$ cat src/rtl/irq_router_pkg.sv
package irq_router_pkg;

    localparam int WORD_W     = 64;
    localparam int SRV_LO     = 40;
    localparam int SRV_W      = 16;
    localparam int PRI_LO     = 32;
    localparam int PRI_W      = 8;
    localparam int SRC_LO     = 29;
    localparam int SRC_W      = 3;
    localparam int PEND_BIT   = 24;
    localparam int LINK_W     = 2;
    localparam int PAIR_CNT   = 2;
    localparam int CTRL_TOP   = 47;
    localparam int STAT_TOP   = 36;
    localparam logic [PRI_W-1:0] PRI_MASKED = '1;

    typedef struct packed {
        logic [SRV_W-1:0] server;
        logic [PRI_W-1:0] prio;
        logic [SRC_W-1:0] src;
        logic             pend;
    } vec_fields_t;

    typedef struct packed {
        logic                      valid;
        logic [SRC_W-1:0]          line;
        logic [SRV_W-LINK_W-1:0]   server;
        logic [PRI_W-1:0]          prio;
    } route_t;

    function automatic logic [WORD_W-1:0] pack_vec(input vec_fields_t f);
        logic [WORD_W-1:0] w;
        w = '0;
        w[SRV_LO +: SRV_W] = f.server;
        w[PRI_LO +: PRI_W] = f.prio;
        w[SRC_LO +: SRC_W] = f.src;
        w[PEND_BIT]        = f.pend;
        return w;
    endfunction

    function automatic vec_fields_t unpack_vec(input logic [WORD_W-1:0] w);
        vec_fields_t f;
        f.server = w[SRV_LO +: SRV_W];
        f.prio   = w[PRI_LO +: PRI_W];
        f.src    = w[SRC_LO +: SRC_W];
        f.pend   = w[PEND_BIT];
        return f;
    endfunction

    // requests of the leading pair share vector 0
    function automatic int vec_of_req(input int i);
        return (i < PAIR_CNT) ? 0 : i - PAIR_CNT + 1;
    endfunction

    // bit position in the control word (pair) or the status word (rest)
    function automatic int stat_bit_of_req(input int i);
        return (i < PAIR_CNT) ? CTRL_TOP - i : STAT_TOP - (i - PAIR_CNT);
    endfunction

endpackage

$ cat src/rtl/irq_vec_slot.sv
module irq_vec_slot
    import irq_router_pkg::*;
#(
    parameter int INDEX = 0
) (
    input  logic              clk_i,
    input  logic              rst_i,
    input  logic              wr_i,
    input  logic [WORD_W-1:0] wdata_i,
    input  logic              evt_i,
    input  logic              level_i,
    output vec_fields_t       fields_o
);

    vec_fields_t cur_q;
    vec_fields_t nxt;
    vec_fields_t incoming;

    assign incoming = unpack_vec(wdata_i);

    always_comb begin
        nxt = cur_q;
        if (wr_i) begin
            nxt.server = incoming.server;
            nxt.prio   = incoming.prio;
            nxt.src    = incoming.src;
            if (nxt.prio == PRI_MASKED) begin
                nxt.pend = 1'b0;
            end
        end
        if (evt_i) begin
            nxt.pend = level_i && (nxt.prio != PRI_MASKED);
        end
    end

    always_ff @(posedge clk_i) begin
        if (rst_i) begin
            cur_q <= '{server: '0, prio: PRI_MASKED, src: SRC_W'(INDEX), pend: 1'b0};
        end else begin
            cur_q <= nxt;
        end
    end

    assign fields_o = cur_q;

endmodule

$ cat src/rtl/irq_status_capture.sv
module irq_status_capture
    import irq_router_pkg::*;
#(
    parameter int NUM_REQ = 7
) (
    input  logic               clk_i,
    input  logic               rst_i,
    input  logic [NUM_REQ-1:0] req_i,
    output logic [NUM_REQ-1:0] req_q_o,
    output logic [WORD_W-1:0]  ctrl_word_o,
    output logic [WORD_W-1:0]  stat_word_o
);

    logic [NUM_REQ-1:0] req_q;

    always_ff @(posedge clk_i) begin
        if (rst_i) begin
            req_q <= '0;
        end else begin
            req_q <= req_i;
        end
    end

    always_comb begin
        ctrl_word_o = '0;
        stat_word_o = '0;
        for (int i = 0; i < NUM_REQ; i++) begin
            if (i < PAIR_CNT) begin
                ctrl_word_o[stat_bit_of_req(i)] = req_q[i];
            end else begin
                stat_word_o[stat_bit_of_req(i)] = req_q[i];
            end
        end
    end

    assign req_q_o = req_q;

endmodule

$ cat src/rtl/irq_line_select.sv
module irq_line_select
    import irq_router_pkg::*;
#(
    parameter int NUM_VEC   = 6,
    parameter int NUM_LINES = 8
) (
    input  logic [NUM_VEC-1:0]            level_i,
    input  logic [NUM_VEC-1:0][SRC_W-1:0] src_i,
    output logic [NUM_LINES-1:0]          line_o
);

    always_comb begin
        line_o = '0;
        for (int l = 0; l < NUM_LINES; l++) begin
            for (int v = 0; v < NUM_VEC; v++) begin
                if (level_i[v] && (src_i[v] == SRC_W'(l))) begin
                    line_o[l] = 1'b1;
                end
            end
        end
    end

endmodule

$ cat src/rtl/irq_route_notify.sv
module irq_route_notify
    import irq_router_pkg::*;
(
    input  logic        clk_i,
    input  logic        rst_i,
    input  logic        accept_i,
    input  vec_fields_t wf_i,
    output route_t      route_o
);

    route_t q;

    always_ff @(posedge clk_i) begin
        if (rst_i) begin
            q <= '0;
        end else begin
            q.valid  <= accept_i;
            if (accept_i) begin
                q.line   <= wf_i.src;
                q.server <= wf_i.server[SRV_W-1:LINK_W];
                q.prio   <= wf_i.prio;
            end
        end
    end

    assign route_o = q;

endmodule

$ cat src/rtl/irq_source_router.sv
module irq_source_router
    import irq_router_pkg::*;
#(
    parameter int NUM_REQ = 7,
    parameter int ADDR_W  = 4
) (
    input  logic                     clk_i,
    input  logic                     rst_i,
    input  logic [NUM_REQ-1:0]       req_i,
    input  logic                     reg_we_i,
    input  logic [ADDR_W-1:0]        reg_addr_i,
    input  logic [WORD_W-1:0]        reg_wdata_i,
    output logic [WORD_W-1:0]        reg_rdata_o,
    output logic [(1<<SRC_W)-1:0]    irq_line_o,
    output logic                     route_valid_o,
    output logic [SRC_W-1:0]         route_line_o,
    output logic [SRV_W-LINK_W-1:0]  route_server_o,
    output logic [PRI_W-1:0]         route_prio_o
);

    localparam int NUM_VEC   = NUM_REQ - PAIR_CNT + 1;
    localparam int NUM_LINES = 1 << SRC_W;
    localparam int ADDR_CTRL = NUM_VEC;
    localparam int ADDR_STAT = NUM_VEC + 1;
    localparam int SRC_LIMIT = NUM_LINES - 1;

    logic [NUM_REQ-1:0]            req_q;
    logic [WORD_W-1:0]             ctrl_word;
    logic [WORD_W-1:0]             stat_word;
    logic [NUM_VEC-1:0]            level_q;
    logic [NUM_VEC-1:0]            level_new;
    logic [NUM_VEC-1:0]            evt;
    logic [NUM_VEC-1:0]            wr_vec;
    logic [NUM_VEC-1:0][SRC_W-1:0] src_sel;
    logic [NUM_VEC-1:0][WORD_W-1:0] vec_word;
    vec_fields_t                   fields [NUM_VEC];
    vec_fields_t                   wf;
    logic                          accept;
    route_t                        route;

    irq_status_capture #(.NUM_REQ(NUM_REQ)) status_i (
        .clk_i       (clk_i),
        .rst_i       (rst_i),
        .req_i       (req_i),
        .req_q_o     (req_q),
        .ctrl_word_o (ctrl_word),
        .stat_word_o (stat_word)
    );

    // per-vector level now, level last cycle, and change event
    always_comb begin
        level_q   = '0;
        level_new = '0;
        evt       = '0;
        for (int i = 0; i < NUM_REQ; i++) begin
            level_q[vec_of_req(i)]   = level_q[vec_of_req(i)]   | req_q[i];
            level_new[vec_of_req(i)] = level_new[vec_of_req(i)] | req_i[i];
            evt[vec_of_req(i)]       = evt[vec_of_req(i)]       | (req_i[i] ^ req_q[i]);
        end
    end

    assign wf = unpack_vec(reg_wdata_i);

    for (genvar v = 0; v < NUM_VEC; v++) begin : g_vec
        assign wr_vec[v] = reg_we_i && (reg_addr_i == ADDR_W'(v));

        irq_vec_slot #(.INDEX(v)) slot_i (
            .clk_i    (clk_i),
            .rst_i    (rst_i),
            .wr_i     (wr_vec[v]),
            .wdata_i  (reg_wdata_i),
            .evt_i    (evt[v]),
            .level_i  (level_new[v]),
            .fields_o (fields[v])
        );

        assign src_sel[v]  = fields[v].src;
        assign vec_word[v] = pack_vec(fields[v]);
    end

    irq_line_select #(.NUM_VEC(NUM_VEC), .NUM_LINES(NUM_LINES)) lines_i (
        .level_i (level_q),
        .src_i   (src_sel),
        .line_o  (irq_line_o)
    );

    assign accept = (|wr_vec) && (wf.src < SRC_W'(SRC_LIMIT));

    irq_route_notify notify_i (
        .clk_i    (clk_i),
        .rst_i    (rst_i),
        .accept_i (accept),
        .wf_i     (wf),
        .route_o  (route)
    );

    assign route_valid_o  = route.valid;
    assign route_line_o   = route.line;
    assign route_server_o = route.server;
    assign route_prio_o   = route.prio;

    always_comb begin
        reg_rdata_o = '1;
        for (int v = 0; v < NUM_VEC; v++) begin
            if (reg_addr_i == ADDR_W'(v)) begin
                reg_rdata_o = vec_word[v];
            end
        end
        if (reg_addr_i == ADDR_W'(ADDR_CTRL)) begin
            reg_rdata_o = ctrl_word;
        end
        if (reg_addr_i == ADDR_W'(ADDR_STAT)) begin
            reg_rdata_o = stat_word;
        end
    end

endmodule

$ cat config.mk
export PLATFORM = sky130hd
export DESIGN_NAME = irq_source_router
export DESIGN_NICKNAME = d
export VERILOG_FILES = /design/src/rtl/irq_router_pkg.sv /design/src/rtl/irq_vec_slot.sv /design/src/rtl/irq_status_capture.sv /design/src/rtl/irq_line_select.sv /design/src/rtl/irq_route_notify.sv /design/src/rtl/irq_source_router.sv
export SDC_FILE = /design/constraint.sdc
export NUM_CORES = 1
export LEC_CHECK = 0
export BUFFER_PORTS_ARGS = -buffer_cell sky130_fd_sc_hd__buf_2
export CAP_MARGIN = 5
export CORE_ASPECT_RATIO = 0.9
export CORE_UTILIZATION = 39
export DETAILED_ROUTE_END_ITERATION = 10
export GPL_ROUTABILITY_DRIVEN = 0
export SYNTH_ARGS = -nofsm -noshare
export SYNTH_HDL_FRONTEND = slang
export SYNTH_SLANG_ARGS = --single-unit
$ cat constraint.sdc
create_clock -name clk_i -period 2.4 [get_ports clk_i]
set_input_delay 0.48 -clock clk_i [delete_from_list [all_inputs] [get_ports clk_i]]
set_output_delay 0.48 -clock clk_i [all_outputs]
set_load 0.05 [all_outputs]
* After elaboration in Yosys (flattened, before gate mapping) *
Index checks and enable logic that the tools add are counted.

cells by class
  order comparisons = 1
  eq/ne operators = 56
  multiplexer cells = 69
  bitwise operators = 10
  reductions and logical operators = 87

operator list
  operator                                       count
  two-way mux 64 bit                             8
  == test 3 bit, second input constant           24
  two-way mux 12 bit                             6
  logical AND 1 bit                              61
  two-way mux 1 bit                              55
  != test 8 bit, second input constant           6
  == test 3 x 2 -> 1 bit, second input constant  12
  nonzero test 2 bit                             12
  == test 3 x 1 -> 1 bit, second input constant  6
  zero test 3 bit                                6
  == test 4 x 3 -> 1 bit, second input constant  4
  AND reduction 2 bit                            6
  == test 4 x 2 -> 1 bit, second input constant  2
  == test 8 bit, second input constant           1
  bitwise XOR 1 bit                              7
  OR reduction 6 bit                             1
  == test 4 x 1 -> 1 bit, second input constant  1
  zero test 4 bit                                1
  < comparator 3 bit, second input constant      1
  bitwise OR 1 bit                               3

storage, ports and cells
  register bits after elaboration = 201
  bits of input ports = 78
  output and inout bits = 98
  logic and storage cells = 252

* Logic depth before layout (Yosys ltp) *
  depth in word-level cells = 9
  mapped depth = 8
  gate-level depth less buffers = 4

* Modules after synthesis *
From an unflattened synthesis, not the netlist that was laid out.

second synthesis, totals
  cell total of the unflattened synthesis = 1339
  area total of the unflattened synthesis = 12106.6 sq um

modules (own cells, without submodules)
  module                               times used  cells each  area each (sq um)  seq. area each (sq um)
  irq_vec_slot at g_vec[1].slot_i ...  3           100         1108.6             560.5
  irq_source_router                    1           448         2944.1             0.0
  irq_vec_slot at g_vec[3].slot_i ...  2           100         1097.3             560.5
  irq_status_capture                   1           143         1148.6             140.1
  irq_vec_slot at g_vec[0].slot_i      1           100         1116.1             560.5
  irq_route_notify                     1           83          937.1              520.5
  irq_line_select                      1           65          440.4              0.0

* Worst setup path after synthesis *
OpenSTA, ideal clock, no wires.

  kind = input to output
  start point = input reg_addr_i[3]
  end point = output reg_rdata_o[24]
  data arrival time = 2.376 ns
  data required time = 1.920 ns
  path slack = -0.456 ns
  cell stages on the path = 5
  buffers on the path = 2
  path through = buf_2 > nand2b_1 > or2_2 > clkbuf_1 > o21ai_0

on the way
  longest elaborated chain between the ends = 9
  elaborated cells on any way between the ends = 16
  classes of those cells = eq/ne: 7; mux: 8; reduce/logical: 1

RTL lines
  what                             line                      source
  start, declared                  irq_source_router.sv:11   input logic [ADDR_W-1:0] reg_addr_i,
  zero test 4 bit                  irq_source_router.sv:105  if (reg_addr_i == ADDR_W'(v)) begin
  two-way mux 64 bit (6 in a row)  irq_source_router.sv:105
  two-way mux 64 bit               irq_source_router.sv:109  if (reg_addr_i == ADDR_W'(ADDR_CTRL)) begin
  two-way mux 64 bit (*)           irq_source_router.sv:112  if (reg_addr_i == ADDR_W'(ADDR_STAT)) begin
  end, declared                    irq_source_router.sv:13   output logic [WORD_W-1:0] reg_rdata_o,

Every way passes the cells marked *; elsewhere a longest branch is shown, timed or not.

* Worst setup path after layout *
  start point = register g_vec[3].slot_i.cur_q, in the netlist g_vec[3].slot_i.fields_o[10]
  end point = output reg_rdata_o[38]

on the way
  longest elaborated chain between the ends = 5

RTL lines
  what                             line                      source
  start, declared                  irq_vec_slot.sv:15        vec_fields_t cur_q;
  start signal, assigned           irq_vec_slot.sv:38        cur_q <= '{server: '0, prio: PRI_MASKED, src: SRC_W'(INDEX), pend: 1'b0};
  start signal, assigned           irq_vec_slot.sv:40        cur_q <= nxt;
  two-way mux 64 bit (3 in a row)  irq_source_router.sv:105
  two-way mux 64 bit               irq_source_router.sv:109
  two-way mux 64 bit               irq_source_router.sv:112

No other way between the ends.

==> impl_metrics.env <==
export IMPL_status="finished, violations left"
export IMPL_violations="setup timing"
export IMPL_pre_cts_ws_ns=-0.1174
export IMPL_slew_limit_headroom_pct=58.21
export IMPL_synth_compound_area_share_pct=14.24
export IMPL_synth_adder_area_share_pct=0
export IMPL_grt_util_met1_pct=33.43
export IMPL_grt_overflow_total=0
export IMPL_crit_type="flip-flop to output port"
export IMPL_path_max_fanout=2
export IMPL_n_fill_cell=2383
export IMPL_syn_area_per_cell_sq_um=7.952
export IMPL_startpoint_type="flip-flop"
export IMPL_cts_root_buf="clkbuf_16"
export IMPL_critPathBufInv=1
export IMPL_synth_top_area_share_pct=41.75
export IMPL_ys_warn_count=0
export IMPL_numPortBuffers=138
export IMPL_die_area_sq_um=25350
export IMPL_whs_ns=0.2173
export IMPL_holdBufCountCts=0
export IMPL_synth_most_common_cell="nand2_1"
export IMPL_grt_pass1_wl_um=46290
export IMPL_grt_max_degree=62
export IMPL_drt_iter0_drc=733
export IMPL_drc=0
export IMPL_synth_simple_gate_area_share_pct=25.86
export IMPL_finalCritPeriodShare_pct=101.5
export IMPL_path_cells="or2_4, mux4_2, a211o_1, buf_6"
export IMPL_area_growth_syn_to_layout_pct=20.85
export IMPL_setup_viol=1
export IMPL_dpl_instance_area_sq_um=10660
export IMPL_initial_utilization_pct=39.73
export IMPL_ys_async_sr_fraction_pct=0
export IMPL_cts_sinks=201
export IMPL_worst_skew_pair_late_latency_ns=0.52
export IMPL_required_ns=1.92
export IMPL_slowest_stage="mux4_2"
export IMPL_worst_hold_path_type="input port to flip-flop"
export IMPL_yosys_area_top_type="dfxtp_1"
export IMPL_p_per_area_nw_per_um2=711.6
export IMPL_drtAntennaViolNets=0
export IMPL_crit_path_max_incr_delay_ns=0.44
export IMPL_timing_fmax_mhz=410.5
export IMPL_grtUsageMet3_pct=2.665
export IMPL_synth_area_top_cells="dfxtp_1, nand2_1, mux2i_1"
export IMPL_synthMuxAreaShare_pct=8.737
export IMPL_p_leak_nw=4.831
export IMPL_clkTransAtPathRegs_ns=0.06
export IMPL_core_area_sq_um=24260
export IMPL_fin_ws_ns=-0.03614
export IMPL_hpwl_um=21150
export IMPL_ys_seq_area_share_pct=41.75
export IMPL_synth_area_sq_um=9638
export IMPL_drtPass1Iterations=5
export IMPL_cts_tree="done"
export IMPL_layout_drive_gt1_share_pct=23.05
export IMPL_die_x_um=167.7
export IMPL_netlist_instances=1212
export IMPL_crit_family="multiplexers"
export IMPL_htree_num_levels=1
export IMPL_ys_flop_type="dfxtp_1"
export IMPL_cts_buffer_depth=3
export IMPL_timing_final_hold_violations=0
export IMPL_wl_per_cell_um=18.17
export IMPL_io_pins=176
export IMPL_design_power_total_mw=8.289
export IMPL_cap_viol_max_count=0
export IMPL_period_needed_ns=2.436
export IMPL_die_y_um=151.1
export IMPL_synthXorXnorAreaFrac_pct=0.4544
export IMPL_row_count=54
export IMPL_worstMarginPinSlew_ns=0.6269
export IMPL_yosysUniqueCellTypes=52
export IMPL_grt_met2_usage_pct=37.77
export IMPL_wl_um=29820
export IMPL_first_global_vias=8174
export IMPL_grtUsageTotal_pct=23.37
export IMPL_worstSetupEndpointType="output port"
export IMPL_synth_top_family_by_area="simple AND/OR/NAND/NOR gates"
export IMPL_critical_path_arrival_ns=1.96
export IMPL_synth_edf_count=0
export IMPL_numCtsBuffers=23
export IMPL_final_nets=1394
export IMPL_antenna_found_initial=1
export IMPL_synth_nets=1290
export IMPL_netlist_top_cells_count="nand2_1, dfxtp_1, a21oi_1"
export IMPL_top_usage_layer="met2"
export IMPL_slew_violations=0
export IMPL_rsz0062_at_grt="true"
export IMPL_fin_worst_skew_ns=0.02240
export IMPL_synth_seq_cells=201
export IMPL_vias=8875
export IMPL_via_per_inst=5.408
export IMPL_peakVddDrop_mv=0.3329
export IMPL_design_area_sq_um=11650
through the flow:
stage | TNS [ns] | std cells | utilization [%]
5_1_grt | -0.1159 | 1641 | 48.02
2_1_floorplan | -1.769 | 1212 | -
4_1_cts | -0.05406 | 1640 | 47.44
6_report | -0.03614 | 1641 | 48.02
3_3_place_gp | -0.6342 | 1598 | 43.93
3_5_place_dp | -0.6710 | 1598 | 43.93
flip-flops by register name (all words and copies together) (netlist names):
signal / cells
status_i.req_q_o: 7
notify_i.route_o: 26
g_vec.slot_i.fields_o: 168
worst paths after layout:
path | start | to | slack [ns] | cells past startpoint
worst max register to register | g_vec[1].slot_i.fields_o[11] | g_vec[1].slot_i.fields_o[0] | 1.18 | 3
worst max-delay path | g_vec[3].slot_i.fields_o[10] | reg_rdata_o[38] | -0.04 | 4
worst min-delay path | req_i[5] | status_i.req_q_o[5] | 0.22 | 2
worst min register to register | g_vec[3].slot_i.fields_o[16] | g_vec[3].slot_i.fields_o[16] | 0.45 | 2
logic make-up (layout without fill, tap and decap cells):
kind of cell | count (synthesis) | in the layout
other | 0 | 1
muxes | 76 | 76
and+or+nand+nor | 539 | 539
DFF | 201 | 201
AOI/OAI and AO/OA | 224 | 224
buffers and inverters | 167 | 287
xor gates and xnor gates | 5 | 5
cell type report:
cell class / instances / area, sq um / area share (%)
Multi-Input combinational cell: 844 / 4866 / 41.78
Sequential cell: 201 / 4041 / 34.70
Timing Repair Buffer: 217 / 1458 / 12.51
Clock buffer: 34 / 696.9 / 5.983
Tap cell: 308 / 385.4 / 3.309
Inverter: 29 / 108.9 / 0.9346
Clock inverter: 7 / 88.84 / 0.7627
Antenna cell: 1 / 2.502 / 0.02148
layer usage:
metal,part of all wire (%),up-vias
met3,5.6,42
met2,45,285
met1,48,4236
met5,0,-
li1,-,4312
met4,2.0,0
layout by cell type, fill, tap and decap left out, types with 4 or more instances in the layout:
| cell | instances |
|---|---|
| a21oi_1 | 110 |
| a221oi_1 | 22 |
| a221oi_2 | 7 |
| a22oi_1 | 5 |
| a31oi_1 | 8 |
| buf_12 | 7 |
| buf_2 | 114 |
| buf_4 | 83 |
| buf_6 | 7 |
| clkbuf_16 | 23 |
| clkbuf_4 | 6 |
| clkbuf_8 | 8 |
| clkinv_2 | 4 |
| dfxtp_1 | 189 |
| dfxtp_2 | 11 |
| inv_1 | 28 |
| mux2_2 | 5 |
| mux2i_1 | 65 |
| mux4_2 | 6 |
| nand2_1 | 342 |
| nand2b_1 | 6 |
| nand3_1 | 13 |
| nand3b_1 | 59 |
| nand4_1 | 25 |
| nand4b_1 | 4 |
| nor2_1 | 47 |
| nor2b_1 | 16 |
| nor3_1 | 6 |
| o21ai_0 | 9 |
| o21ai_1 | 15 |
| o21bai_2 | 5 |
| o22ai_1 | 17 |
| xnor2_1 | 5 |
where the power goes:
group | leakage (nW) | switching (mW) | internal (mW)
Combinational | 2.81 | 0.825 | 0.383
Sequential | 1.63 | 0.0599 | 3.41
Clock | 0.393 | 1.39 | 2.22
repair_timing:
action | CTS | global route
hold endpoints to repair | 0 | 0
gates resized for setup | 19 | 52
buffers inserted | 1 | 0
endpoints found under the setup margin | 27 | 29
pin swaps | 2 | 1
(Power assumes the default switching activity.)
